==> config.mk <==
export PLATFORM = sky130hd
export DESIGN_NAME = hdrive_gen
export DESIGN_NICKNAME = d
export VERILOG_FILES = /design/src/rtl/hdrive_pkg.sv /design/src/rtl/hd_tick_div.sv /design/src/rtl/hd_setting_sel.sv /design/src/rtl/hd_period_ctr.sv /design/src/rtl/hdrive_gen.sv
export SDC_FILE = /design/constraint.sdc
export NUM_CORES = 1
export LEC_CHECK = 0
export ABC_AREA = 1
export CORE_ASPECT_RATIO = 1.75
export CORE_MARGIN = 3
export CORE_UTILIZATION = 55
export CTS_BUF_LIST = sky130_fd_sc_hd__clkbuf_8
export DETAILED_ROUTE_END_ITERATION = 7
export PLACE_DENSITY = 0.77
export SYNTH_ARGS = -nofsm -noshare
export SYNTH_HDL_FRONTEND = slang
export SYNTH_SLANG_ARGS = --single-unit
==> constraint.sdc <==
create_clock -name clk -period 2.9 [get_ports clk]
set_clock_uncertainty 0.15 [all_clocks]
set_input_delay 0.58 -clock clk [delete_from_list [all_inputs] [get_ports clk]]
set_output_delay 0.58 -clock clk [all_outputs]
set_load 0.1 [all_outputs]
==> src/rtl/hdrive_pkg.sv <==
package hdrive_pkg;
  typedef enum logic {
    MODE_STBY = 1'b0,
    MODE_NORM = 1'b1
  } hd_mode_e;
endpackage

==> src/rtl/hd_tick_div.sv <==
module hd_tick_div #(
  parameter int DIV = 20
) (
  input  logic clk,
  input  logic rst_n,
  output logic tick_o
);
  localparam int CW = (DIV > 1) ? $clog2(DIV) : 1;
  localparam logic [CW-1:0] LAST = CW'(DIV - 1);

  logic [CW-1:0] cnt_q;

  always_ff @(posedge clk) begin
    if (!rst_n)             cnt_q <= '0;
    else if (cnt_q == LAST) cnt_q <= '0;
    else                    cnt_q <= cnt_q + CW'(1);
  end

  assign tick_o = (cnt_q == LAST);
endmodule

==> src/rtl/hd_setting_sel.sv <==
module hd_setting_sel
  import hdrive_pkg::*;
#(
  parameter int PER_W       = 8,
  parameter int STBY_PERIOD = 64,
  parameter int STBY_WIDTH  = 32
) (
  input  logic             stby_i,
  input  logic [PER_W-1:0] period_i,
  input  logic [PER_W-1:0] width_i,
  output hd_mode_e         mode_o,
  output logic [PER_W-1:0] per_o,
  output logic [PER_W-1:0] wid_o
);
  localparam logic [PER_W-1:0] MIN_PER = PER_W'(2);

  logic [PER_W-1:0] p_cl;

  always_comb begin
    p_cl = (period_i < MIN_PER) ? MIN_PER : period_i;
    if (stby_i) begin
      mode_o = MODE_STBY;
      per_o  = PER_W'(STBY_PERIOD);
      wid_o  = PER_W'(STBY_WIDTH);
    end else begin
      mode_o = MODE_NORM;
      per_o  = p_cl;
      if (width_i == '0)      wid_o = PER_W'(1);
      else if (width_i >= p_cl) wid_o = p_cl - PER_W'(1);
      else                      wid_o = width_i;
    end
  end
endmodule

==> src/rtl/hd_period_ctr.sv <==
module hd_period_ctr
  import hdrive_pkg::*;
#(
  parameter int PER_W       = 8,
  parameter int STBY_PERIOD = 64,
  parameter int STBY_WIDTH  = 32
) (
  input  logic             clk,
  input  logic             rst_n,
  input  logic             tick_i,
  input  hd_mode_e         nxt_mode_i,
  input  logic [PER_W-1:0] nxt_per_i,
  input  logic [PER_W-1:0] nxt_wid_i,
  output hd_mode_e         mode_o,
  output logic [PER_W-1:0] per_o,
  output logic [PER_W-1:0] wid_o,
  output logic [PER_W-1:0] phase_o,
  output logic             wrap_o,
  output logic             drive_o
);
  localparam logic [PER_W-1:0] RST_PER = PER_W'(STBY_PERIOD);
  localparam logic [PER_W-1:0] RST_WID = PER_W'(STBY_WIDTH);

  hd_mode_e         mode_q;
  logic [PER_W-1:0] per_q, wid_q, ph_q, ph_nx;
  logic             drv_q;

  assign wrap_o = tick_i && (ph_q == per_q - PER_W'(1));
  assign ph_nx  = ph_q + PER_W'(1);

  always_ff @(posedge clk) begin
    if (!rst_n) begin
      mode_q <= MODE_STBY;
      per_q  <= RST_PER;
      wid_q  <= RST_WID;
      ph_q   <= RST_PER - PER_W'(1);
      drv_q  <= 1'b0;
    end else if (wrap_o) begin
      mode_q <= nxt_mode_i;
      per_q  <= nxt_per_i;
      wid_q  <= nxt_wid_i;
      ph_q   <= '0;
      drv_q  <= 1'b1;
    end else if (tick_i) begin
      ph_q   <= ph_nx;
      drv_q  <= (ph_nx < wid_q);
    end
  end

  assign mode_o  = mode_q;
  assign per_o   = per_q;
  assign wid_o   = wid_q;
  assign phase_o = ph_q;
  assign drive_o = drv_q;
endmodule

==> src/rtl/hdrive_gen.sv <==
module hdrive_gen
  import hdrive_pkg::*;
#(
  parameter int PER_W       = 8,
  parameter int CLK_DIV     = 20,
  parameter int STBY_PERIOD = 64,
  parameter int STBY_WIDTH  = 32
) (
  input  logic             clk,
  input  logic             rst_n,
  input  logic             standby_i,
  input  logic             ext_tick_i,
  input  logic [PER_W-1:0] period_i,
  input  logic [PER_W-1:0] width_i,
  output logic             drive_o
);
  logic             stby_tick, sel_tick, wrap;
  hd_mode_e         nxt_mode, mode_q;
  logic [PER_W-1:0] nxt_per, nxt_wid, per_q, wid_q, phase_q;

  hd_tick_div #(.DIV(CLK_DIV)) u_div (
    .clk(clk), .rst_n(rst_n), .tick_o(stby_tick)
  );

  assign sel_tick = (mode_q == MODE_STBY) ? stby_tick : ext_tick_i;

  hd_setting_sel #(
    .PER_W(PER_W), .STBY_PERIOD(STBY_PERIOD), .STBY_WIDTH(STBY_WIDTH)
  ) u_sel (
    .stby_i(standby_i), .period_i(period_i), .width_i(width_i),
    .mode_o(nxt_mode), .per_o(nxt_per), .wid_o(nxt_wid)
  );

  hd_period_ctr #(
    .PER_W(PER_W), .STBY_PERIOD(STBY_PERIOD), .STBY_WIDTH(STBY_WIDTH)
  ) u_ctr (
    .clk(clk), .rst_n(rst_n), .tick_i(sel_tick),
    .nxt_mode_i(nxt_mode), .nxt_per_i(nxt_per), .nxt_wid_i(nxt_wid),
    .mode_o(mode_q), .per_o(per_q), .wid_o(wid_q), .phase_o(phase_q),
    .wrap_o(wrap), .drive_o(drive_o)
  );
endmodule

==> impl_metrics.ini, run 1 <==
[finish]
fin_cells = 420
multiInputGateArea_sq_um = 1380
antenna_cells = 0
layout.nets = 410
n_fill_cell = 381
seqCellArea_sq_um = 621
final_core_util = 0.689
fin_area_sq_um = 2690
areaGrowthSynthToFinish_pct = 19.3
drive_gt1_frac = 0.124

[global_routing]
antenna_found_initial = 0
top_usage_layer = met2
grt.total_usage = 0.250
grt_use_met3 = 0.0413
grt-ovfl-total = 0
grt_max_degree = 30
grt_pass1_vias = 2240
use_met2 = 0.476
grt_use_met1 = 0.230
grt_pass1_wl_microns = 9220

[clock_tree]
cts_buffers = 5
clkSlewWorstSetupHoldPaths_ns = 0.07
cts_tree = done
ctsHoldBuffers = 0
cts_setup_buffers = 0
cts_max_path_buffers = 2
cts_sinks = 31
clk_latency_ns = 0.29
post_cts_resized = 0
htree_levels = 2
clockRootBuffer = clkbuf_8

[placed_design]
numPortBuffers = 20
dp.cells = 412
dp_hpwl_microns = 4400
post_dp_cell_area_sq_um = 2570
place_congestion = 0.865

[critical_path]
endpoint_kind = register
startpoint = period_i[2]
crit_family = simple AND/OR/NAND/NOR gates
reg2regPathDepth = 14
cpMostUsedCell = nand2_1
r2r_start = u_ctr.phase_o[0]
worst-path-stages = 18
critical_path_class = in -> reg
path_cells = clkdlybuf4s50_1 -> nor2_1 -> nand2_1 -> nor2_1 -> nor2_1 -> ha_1 -> nand2_1 -> nand2_1 -> nand2_1 -> nand2_1 -> nand2_1 -> nand3_1 -> buf_4 -> nand2_1 -> inv_1 -> a21oi_1 -> nor2_1 -> nor2_1
critPathSlowestCell = clkdlybuf4s50_1
cp-start-kind = input pin
reg2reg_slack_ns = 0.51
critPathCapture = u_ctr.wid_o[5]
critical-path-max-stage-delay_ns = 0.45
cp.arrival_ns = 2.69
cp_num_buf_inv = 3
crit_fanout = 8
critPathRequiredTime_ns = 2.98
r2r_end = u_ctr.drive_o

[synth]
synth_area_sq_um = 2250
synthArstFlopShare = 0
synthMostInstantiatedCell = nand2_1
synth_area_leaders = dfxtp_1 (28%), nand2_1 (12%), ha_1 (11%)
ys.flop_type = dfxtp_1
ys_types = 31
yosysWarnings = 0
ys_seq_area_frac = 0.275
synth_edf_count = 0
synth.avg_cell_area_sq_um = 6.67
synth_top_area_cell = dfxtp_1
synth_top_area_share = 0.275
yosys-top-cells-count = nand2_1 (75), inv_1 (55), nand3_1 (39), nor2_1 (32), dfxtp_1 (31)
synth-seq-cells = 31
synth_fp_nets = 377
netlist_instances = 338

[job]
drv_cap = 0

[power_and_ir_drop]
p_per_area_nw_per_um2 = 377
total_power_mw = 1.01
p_leak_nw = 1.36
vdd_drop_max_mv = 0.371

[floorplanning]
fp.dieW_microns = 54.4
die_area_sq_um = 4930
ios = 21
rows = 30
start_util = 0.578
die_h_microns = 90.7
coreArea_sq_um = 3900

[route]
drtIter0Drc = 35
wl_per_cell_microns = 12.8
final_antenna_net_count = 0
drc = 0
routed_wirelength_microns = 5370
first_pass_iters = 5
vias_per_cell = 5.32
vias = 2236

[timing]
period_share = 0.902
setup_viol = 0
max_slew_margin = 0.701
fmax_ghz = 0.382
hold_viol = 0
worstMarginPinSlew_ns = 0.448
rsz0062_at_grt = false
slew_violations = 0
finalSetupTns_ns = 0
min_period_ns = 2.62

[min_path]
hp-class = reg -> reg

[run_status]
status = completed
-- per-stage QoR --
stage	hold WS, ns	setup slack [ns]
2_1_floorplan	0.268	0.398
3_3_place_gp	0.282	0.0609
3_5_place_dp	0.294	-0.00438
4_1_cts	0.308	0.288
5_1_grt	0.341	0.0657
6_report	0.303	0.283
-- layer usage --
layer  up-vias  wire length [microns]  share of wire
li1       1164                      -              -
met1      1005                   1840           0.34
met2        47                   3160           0.59
met3        20                    121          0.023
met4         0                    252          0.047
met5         -                      0              0
-- layout make-up --
cell class / count / area share
Clock buffer: 6 / 0.0307
Multi-Input combinational cell: 242 / 0.511
Clock inverter: 2 / 0.0130
Tap cell: 48 / 0.0223
Sequential cell: 31 / 0.231
Timing Repair Buffer: 34 / 0.113
Inverter: 57 / 0.0795
-- flip-flops by register name, indices dropped and copies added (netlist names) --
name,flops
u_ctr.per_o,8
u_ctr.phase_o,8
u_ctr.wid_o,8
u_div.cnt_q,5
u_ctr.drive_o,1
u_ctr.mode_o,1
-- cells by family after synthesis --
group / Yosys count / synth area share
xor+xnor: 8 / 0.0311
flops: 31 / 0.275
compound gates: 43 / 0.129
buf+inv: 65 / 0.115
simple gates: 172 / 0.344
fa+ha+maj: 19 / 0.105
-- worst min-delay path by stage --
| stage | end | from | depth (start not counted) |
|---|---|---|---|
| 2_1_floorplan | u_div.cnt_q[0] | u_div.cnt_q[0] | 1 |
| 3_3_place_gp | u_div.cnt_q[0] | u_div.cnt_q[0] | 1 |
| 3_5_place_dp | u_div.cnt_q[0] | u_div.cnt_q[0] | 1 |
| 4_1_cts | u_div.cnt_q[0] | u_div.cnt_q[0] | 1 |
| 5_1_grt | u_div.cnt_q[0] | u_div.cnt_q[0] | 1 |
| 6_report | u_div.cnt_q[0] | u_div.cnt_q[0] | 1 |
-- power breakdown --
group	internal (mW)	switching (mW)	total, mW
Clock	0.278	0.169	0.447
Combinational	0.0649	0.0713	0.136
Sequential	0.429	0.00235	0.431
-- cells in the final DEF (no fill, tap or decap) --
cell type | Yosys | routed
nor2_4 | 1 | 1
or2_2 | 5 | 5
nand4_1 | 6 | 6
o21ai_4 | 1 | 1
buf_4 | 2 | 15
nor3_1 | 4 | 4
o21ai_0 | 2 | 2
nand4_2 | 1 | 1
xnor2_1 | 1 | 1
nand3_2 | 2 | 2
clkdlybuf4s50_1 | 0 | 19
clkinv_2 | 0 | 1
clkbuf_8 | 0 | 6
o21ai_2 | 8 | 8
a21oi_1 | 11 | 11
inv_1 | 55 | 55
o21ai_1 | 7 | 7
nor2_2 | 2 | 2
nand2_1 | 75 | 75
inv_2 | 2 | 2
nor4_1 | 2 | 2
nand2_2 | 1 | 1
a21o_1 | 1 | 1
nand3_1 | 39 | 39
bufinv_16 | 0 | 1
ha_1 | 19 | 19
dfxtp_1 | 31 | 31
nand3b_1 | 2 | 2
o211ai_1 | 12 | 12
nor2_1 | 32 | 32
o21a_1 | 1 | 1
xor2_1 | 7 | 7
Note: power is estimated with default switching activity, not from simulation.
==> inputs of run 2 (changes only) <==
--- a/config.mk
+++ b/config.mk
@@ -11,7 +11,7 @@
 export CORE_UTILIZATION = 55
 export CTS_BUF_LIST = sky130_fd_sc_hd__clkbuf_8
 export DETAILED_ROUTE_END_ITERATION = 7
-export PLACE_DENSITY = 0.77
+export PLACE_DENSITY = 0.81
 export SYNTH_ARGS = -nofsm -noshare
 export SYNTH_HDL_FRONTEND = slang
 export SYNTH_SLANG_ARGS = --single-unit
==> constraint.sdc (replaced) <==
create_clock -name clk -period 3.2 [get_ports clk]
set_clock_uncertainty 0.15 [all_clocks]
set_input_delay 0.64 -clock clk [delete_from_list [all_inputs] [get_ports clk]]
set_output_delay 0.64 -clock clk [all_outputs]
set_load 0.1 [all_outputs]
==> run 2 against run 1 <==
Against the previous run: non-clock buffer count is 8 lower; global-route usage increased by 0.21 points; design area down 3.4%; die area did not move; clock power down 33%; count of clock-buffer cells in the layout fell by 1; critical path depth did not move; critical endpoint unchanged.
==> impl_metrics.ini, run 2 (same netlist as run 1, synthesis figures left out) <==
[run_status]
status = completed

[job]
drv_cap = 0

[route]
first_pass_iters = 4
drc = 0
vias = 2209
wl_per_cell_microns = 13.1
vias_per_cell = 5.36
drtIter0Drc = 69
final_antenna_net_count = 0
routed_wirelength_microns = 5400

[timing]
max_slew_margin = 0.668
period_share = 0.861
setup_viol = 0
setup_ws_ns = 0.444
whs_ns = 0.300
worstMarginPinSlew_ns = 0.496
min_period_ns = 2.76
finalSetupTns_ns = 0
slew_violations = 0
hold_viol = 0
fmax_ghz = 0.363
rsz0062_at_grt = false

[critical_path]
r2r_start = u_ctr.phase_o[0]
crit_fanout = 8
critPathRequiredTime_ns = 3.27
endpoint_kind = register
cp-start-kind = input pin
critical_path_class = in -> reg
cp.arrival_ns = 2.82
startpoint = period_i[3]

[clock_tree]
clockRootBuffer = clkbuf_8
cts_setup_buffers = 0
post_cts_resized = 0
cts_buffers = 5
cts_tree = done
cts_max_path_buffers = 2
ctsHoldBuffers = 0
clkSlewWorstSetupHoldPaths_ns = 0.07
clk_latency_ns = 0.29
htree_levels = 2
cts_sinks = 31

[global_routing]
grt_pass1_wl_microns = 9250
antenna_found_initial = 0
grt_pass1_vias = 2184
grt-ovfl-total = 0
grt.total_usage = 0.252
grt_max_degree = 31

[power_and_ir_drop]
vdd_drop_max_mv = 0.339
p_per_area_nw_per_um2 = 311
p_leak_nw = 1.30

[finish]
drive_gt1_frac = 0.102
antenna_cells = 0
areaGrowthSynthToFinish_pct = 15.2
layout.cells.most_common_list = nand2_1 (75), inv_1 (56), nand3_1 (39)
layout.nets = 402
final_common_cell = nand2_1

[floorplanning]
ios = 21
fp.dieW_microns = 54.4
rows = 30
die_h_microns = 90.7
coreArea_sq_um = 3900
start_util = 0.578
die_area_sq_um = 4930

[min_path]
hp-class = reg -> reg
worstHoldStart = u_div.cnt_q[0]

[placed_design]
numPortBuffers = 20
place_ws_ns = 0.193
dp_hpwl_microns = 4310
place_congestion = 0.948
[run 2: cell type report]
type	instances	area, sq um
multi-input combinational	242	1380
fill	376	1310
sequential	31	621
timing repair buffer	26	243
inverter	57	214
clock buffer	5	68.8
tap	48	60.1
clock inverter	3	16.3
[run 2: where the power goes]
group	leakage (nW)	total [mW]	internal [mW]	switching [mW]
sequential	0.251	0.391	0.389	0.00207
combinational	1.01	0.117	0.0537	0.0636
clock	0.0453	0.298	0.148	0.150
total	1.30	0.807	0.591	0.216
[run 2: through the flow]
stage,power (mW),instances,util,area (sq um)
detailed placement,0.517,404,0.644,2510
floorplan,0.463,338,-,2250
finish,0.807,412,0.665,2600
CTS,0.809,412,0.665,2600
global placement,0.514,404,0.644,2510
global route,0.846,412,0.665,2600
[run 2: per-layer routing]
| layer | vias to the layer above | part of all wire | track usage |
|---|---|---|---|
| met4 | 0 | 0.049 | 0.143 |
| met5 | - | 0 | 0 |
| met3 | 21 | 0.019 | 0.0430 |
| li1 | 1141 | - | - |
| met1 | 1008 | 0.35 | 0.244 |
| met2 | 39 | 0.58 | 0.459 |
[run 2: path summary, 6_finish.rpt]
check                                 endpoint  slack (ns)  depth (start not counted)
worst min register to register  u_div.cnt_q[0]        0.30                          1
worst max-delay path            u_ctr.wid_o[5]        0.44                         18
worst max register to register   u_ctr.drive_o        0.77                         14
worst min-delay path            u_div.cnt_q[0]        0.30                          1
[run 2: critical path, cell delays in order]
cell and delay (ns):
clkdlybuf4s50_1 0.47, nor2_1 0.18, nand2_1 0.08, nor2_1 0.13
nor2_1 0.08, ha_1 0.29, nand2_1 0.08, nand2_1 0.05
nand2_1 0.05, nand2_1 0.04, nand2_1 0.07, nand3_1 0.10
buf_4 0.19, nand2_1 0.06, inv_1 0.03, a21oi_1 0.12
nor2_1 0.05, nor2_1 0.10
==> inputs of run 3 (changes only) <==
--- a/config.mk
+++ b/config.mk
@@ -5,9 +5,7 @@
 export SDC_FILE = /design/constraint.sdc
 export NUM_CORES = 1
 export LEC_CHECK = 0
-export ABC_AREA = 1
 export CORE_ASPECT_RATIO = 1.75
-export CORE_MARGIN = 3
 export CORE_UTILIZATION = 55
 export CTS_BUF_LIST = sky130_fd_sc_hd__clkbuf_8
 export DETAILED_ROUTE_END_ITERATION = 7
==> run 3 against run 2 <==
Against the previous run: sequential cell count is the same; largest power group unchanged; non-clock buffer count rose by 12; total power shrank 0.95%; design area fell by 1.5%; sequential share of layout area up 0.36 points; core utilization is 3.3 points higher; first-iteration DRC count fell by 22%; die area decreased by 16%; final cell count down 15%; critical endpoint is now u_ctr.wid_o[0]; wire length decreased by 11%; fmax is 7.3% lower; critical path depth shrank 5.
==> impl_metrics.ini, run 3 <==
[placed_design]
numPortBuffers = 20
place_congestion = 0.901
dp.cells = 341
dp_hpwl_microns = 3900
post_dp_cell_area_sq_um = 2470

[floorplanning]
coreArea_sq_um = 3660
start_util = 0.586
die_h_microns = 84.7
ios = 21
die_area_sq_um = 4170
fp.dieW_microns = 49.2
rows = 29

[critical_path]
endpoint_kind = register
cp.arrival_ns = 2.98
critPathRequiredTime_ns = 3.21
critPathSlowestCell = clkdlybuf4s50_1
cpMostUsedCell = o21ai_0
cp_num_buf_inv = 3
crit_family = buffers and inverters
cp-start-kind = input pin
critical_path_class = in -> reg
path_cells = clkdlybuf4s50_1 -> nor4_2 -> nand2_1 -> o21ai_1 -> inv_1 -> ha_1 -> nor2b_1 -> o21ai_0 -> a211oi_2 -> buf_4 -> nand3_1 -> o2111ai_1 -> o21ai_0
crit_fanout = 14
critical-path-max-stage-delay_ns = 0.44

[synth]
synth_top_family_by_area = simple AND/OR/NAND/NOR gates
synth_area_leaders = dfxtp_1 (29%), ha_1 (11%), xnor2_1 (6.9%)
ys_seq_area_frac = 0.289
synthMostInstantiatedCell = nand2_1
synthArstFlopShare = 0
ys_types = 49
synth.avg_cell_area_sq_um = 7.95
synth_area_sq_um = 2150
yosysWarnings = 0
synth_top_area_cell = dfxtp_1
synth_fp_nets = 309
synthSimpleGateAreaFrac = 0.213
muxShareOfSynthArea = 0.00466
synth_top_area_share = 0.289
yosys-top-cells-count = nand2_1 (34), dfxtp_1 (31), o21ai_0 (22)
synth_edf_count = 0
netlist_instances = 270
synth_compound_gate_area_share = 0.210
synthXorXnorAreaFrac = 0.106
ys.flop_type = dfxtp_1
synth_fa_ha_area_frac = 0.111
synth-seq-cells = 31

[run_status]
status = completed

[timing]
worstMarginPinSlew_ns = 0.439
hold_viol = 0
rsz0062_at_grt = false
max_slew_margin = 0.705
period_share = 0.930
min_period_ns = 2.97
setup_viol = 0
fmax_ghz = 0.336
slew_violations = 0

[route]
vias_per_cell = 5.62
routed_wirelength_microns = 4830
final_antenna_net_count = 0
vias = 1961
wl_per_cell_microns = 13.8
drc = 0
drtIter0Drc = 54
first_pass_iters = 4

[finish]
final_common_cell = nand2_1
drive_gt1_frac = 0.125
final_core_util = 0.698
fin_area_sq_um = 2560
fin_cells = 349
layout.cells.most_common_list = nand2_1 (34), dfxtp_1 (31), inv_1 (21), o21ai_0 (21)
antenna_cells = 0
layout.nets = 341
areaGrowthSynthToFinish_pct = 19.2

[clock_tree]
ctsHoldBuffers = 0
clockRootBuffer = clkbuf_8
post_cts_resized = 0
clkSlewWorstSetupHoldPaths_ns = 0.06
cts_buffers = 5
cts_tree = done
cts_setup_buffers = 0
cts_max_path_buffers = 2
clk_latency_ns = 0.28
htree_levels = 2
cts_sinks = 31

[power_and_ir_drop]
vdd_drop_max_mv = 0.210
p_leak_nw = 1.06
p_per_area_nw_per_um2 = 312

[global_routing]
grt-ovfl-total = 0
grt_max_degree = 27
grt_pass1_vias = 1913
antenna_found_initial = 0
grt.total_usage = 0.256
grt_pass1_wl_microns = 8090

[job]
drv_cap = 0

[min_path]
hp-class = reg -> reg
run 3: cell families after synthesis:
family	count (synthesis)
compound gates	67
xor+xnor	26
fa+ha+maj	19
buf+inv	32
flops	31
mux	1
simple gates	94
run 3: layout make-up:
type | instances | area (sq um)
timing repair buffer | 38 | 333
tap | 46 | 57.6
fill | 321 | 1110
multi-input combinational | 207 | 1400
clock buffer | 5 | 68.8
inverter | 19 | 71.3
clock inverter | 3 | 12.5
sequential | 31 | 621
run 3: report_power, final:
part | switching (mW) | internal (mW)
clock network | 0.138 | 0.146
logic | 0.0612 | 0.0628
registers | 0.00244 | 0.389
total | 0.201 | 0.598
run 3: per-stage QoR:
step / hold slack, ns / TNS, ns / setup slack, ns / power, mW
floorplan: 0.267 / 0 / 0.116 / 0.459
global placement: 0.278 / -0.376 / -0.0732 / 0.519
detailed placement: 0.284 / -1.40 / -0.215 / 0.522
CTS: 0.293 / 0 / 0.0674 / 0.804
global route: 0.323 / 0 / 0.0266 / 0.825
finish: 0.287 / 0 / 0.225 / 0.799
run 3: per-layer routing:
metal  track usage  up-vias  wire [microns]
li1              -     1012               -
met1         0.231      895            1820
met2         0.494       34            2590
met3        0.0236       20              80
met4         0.201        0             336
met5             0        -               0
run 3: final timing paths:
path,startpoint,to,slack (ns),cells after the start
min reg2reg,u_div.cnt_q[0],u_div.cnt_q[0],0.29,1
max reg2reg,u_ctr.per_o[2],u_ctr.wid_o[2],0.51,6
min,u_div.cnt_q[0],u_div.cnt_q[0],0.29,1
max,period_i[5],u_ctr.wid_o[0],0.23,13
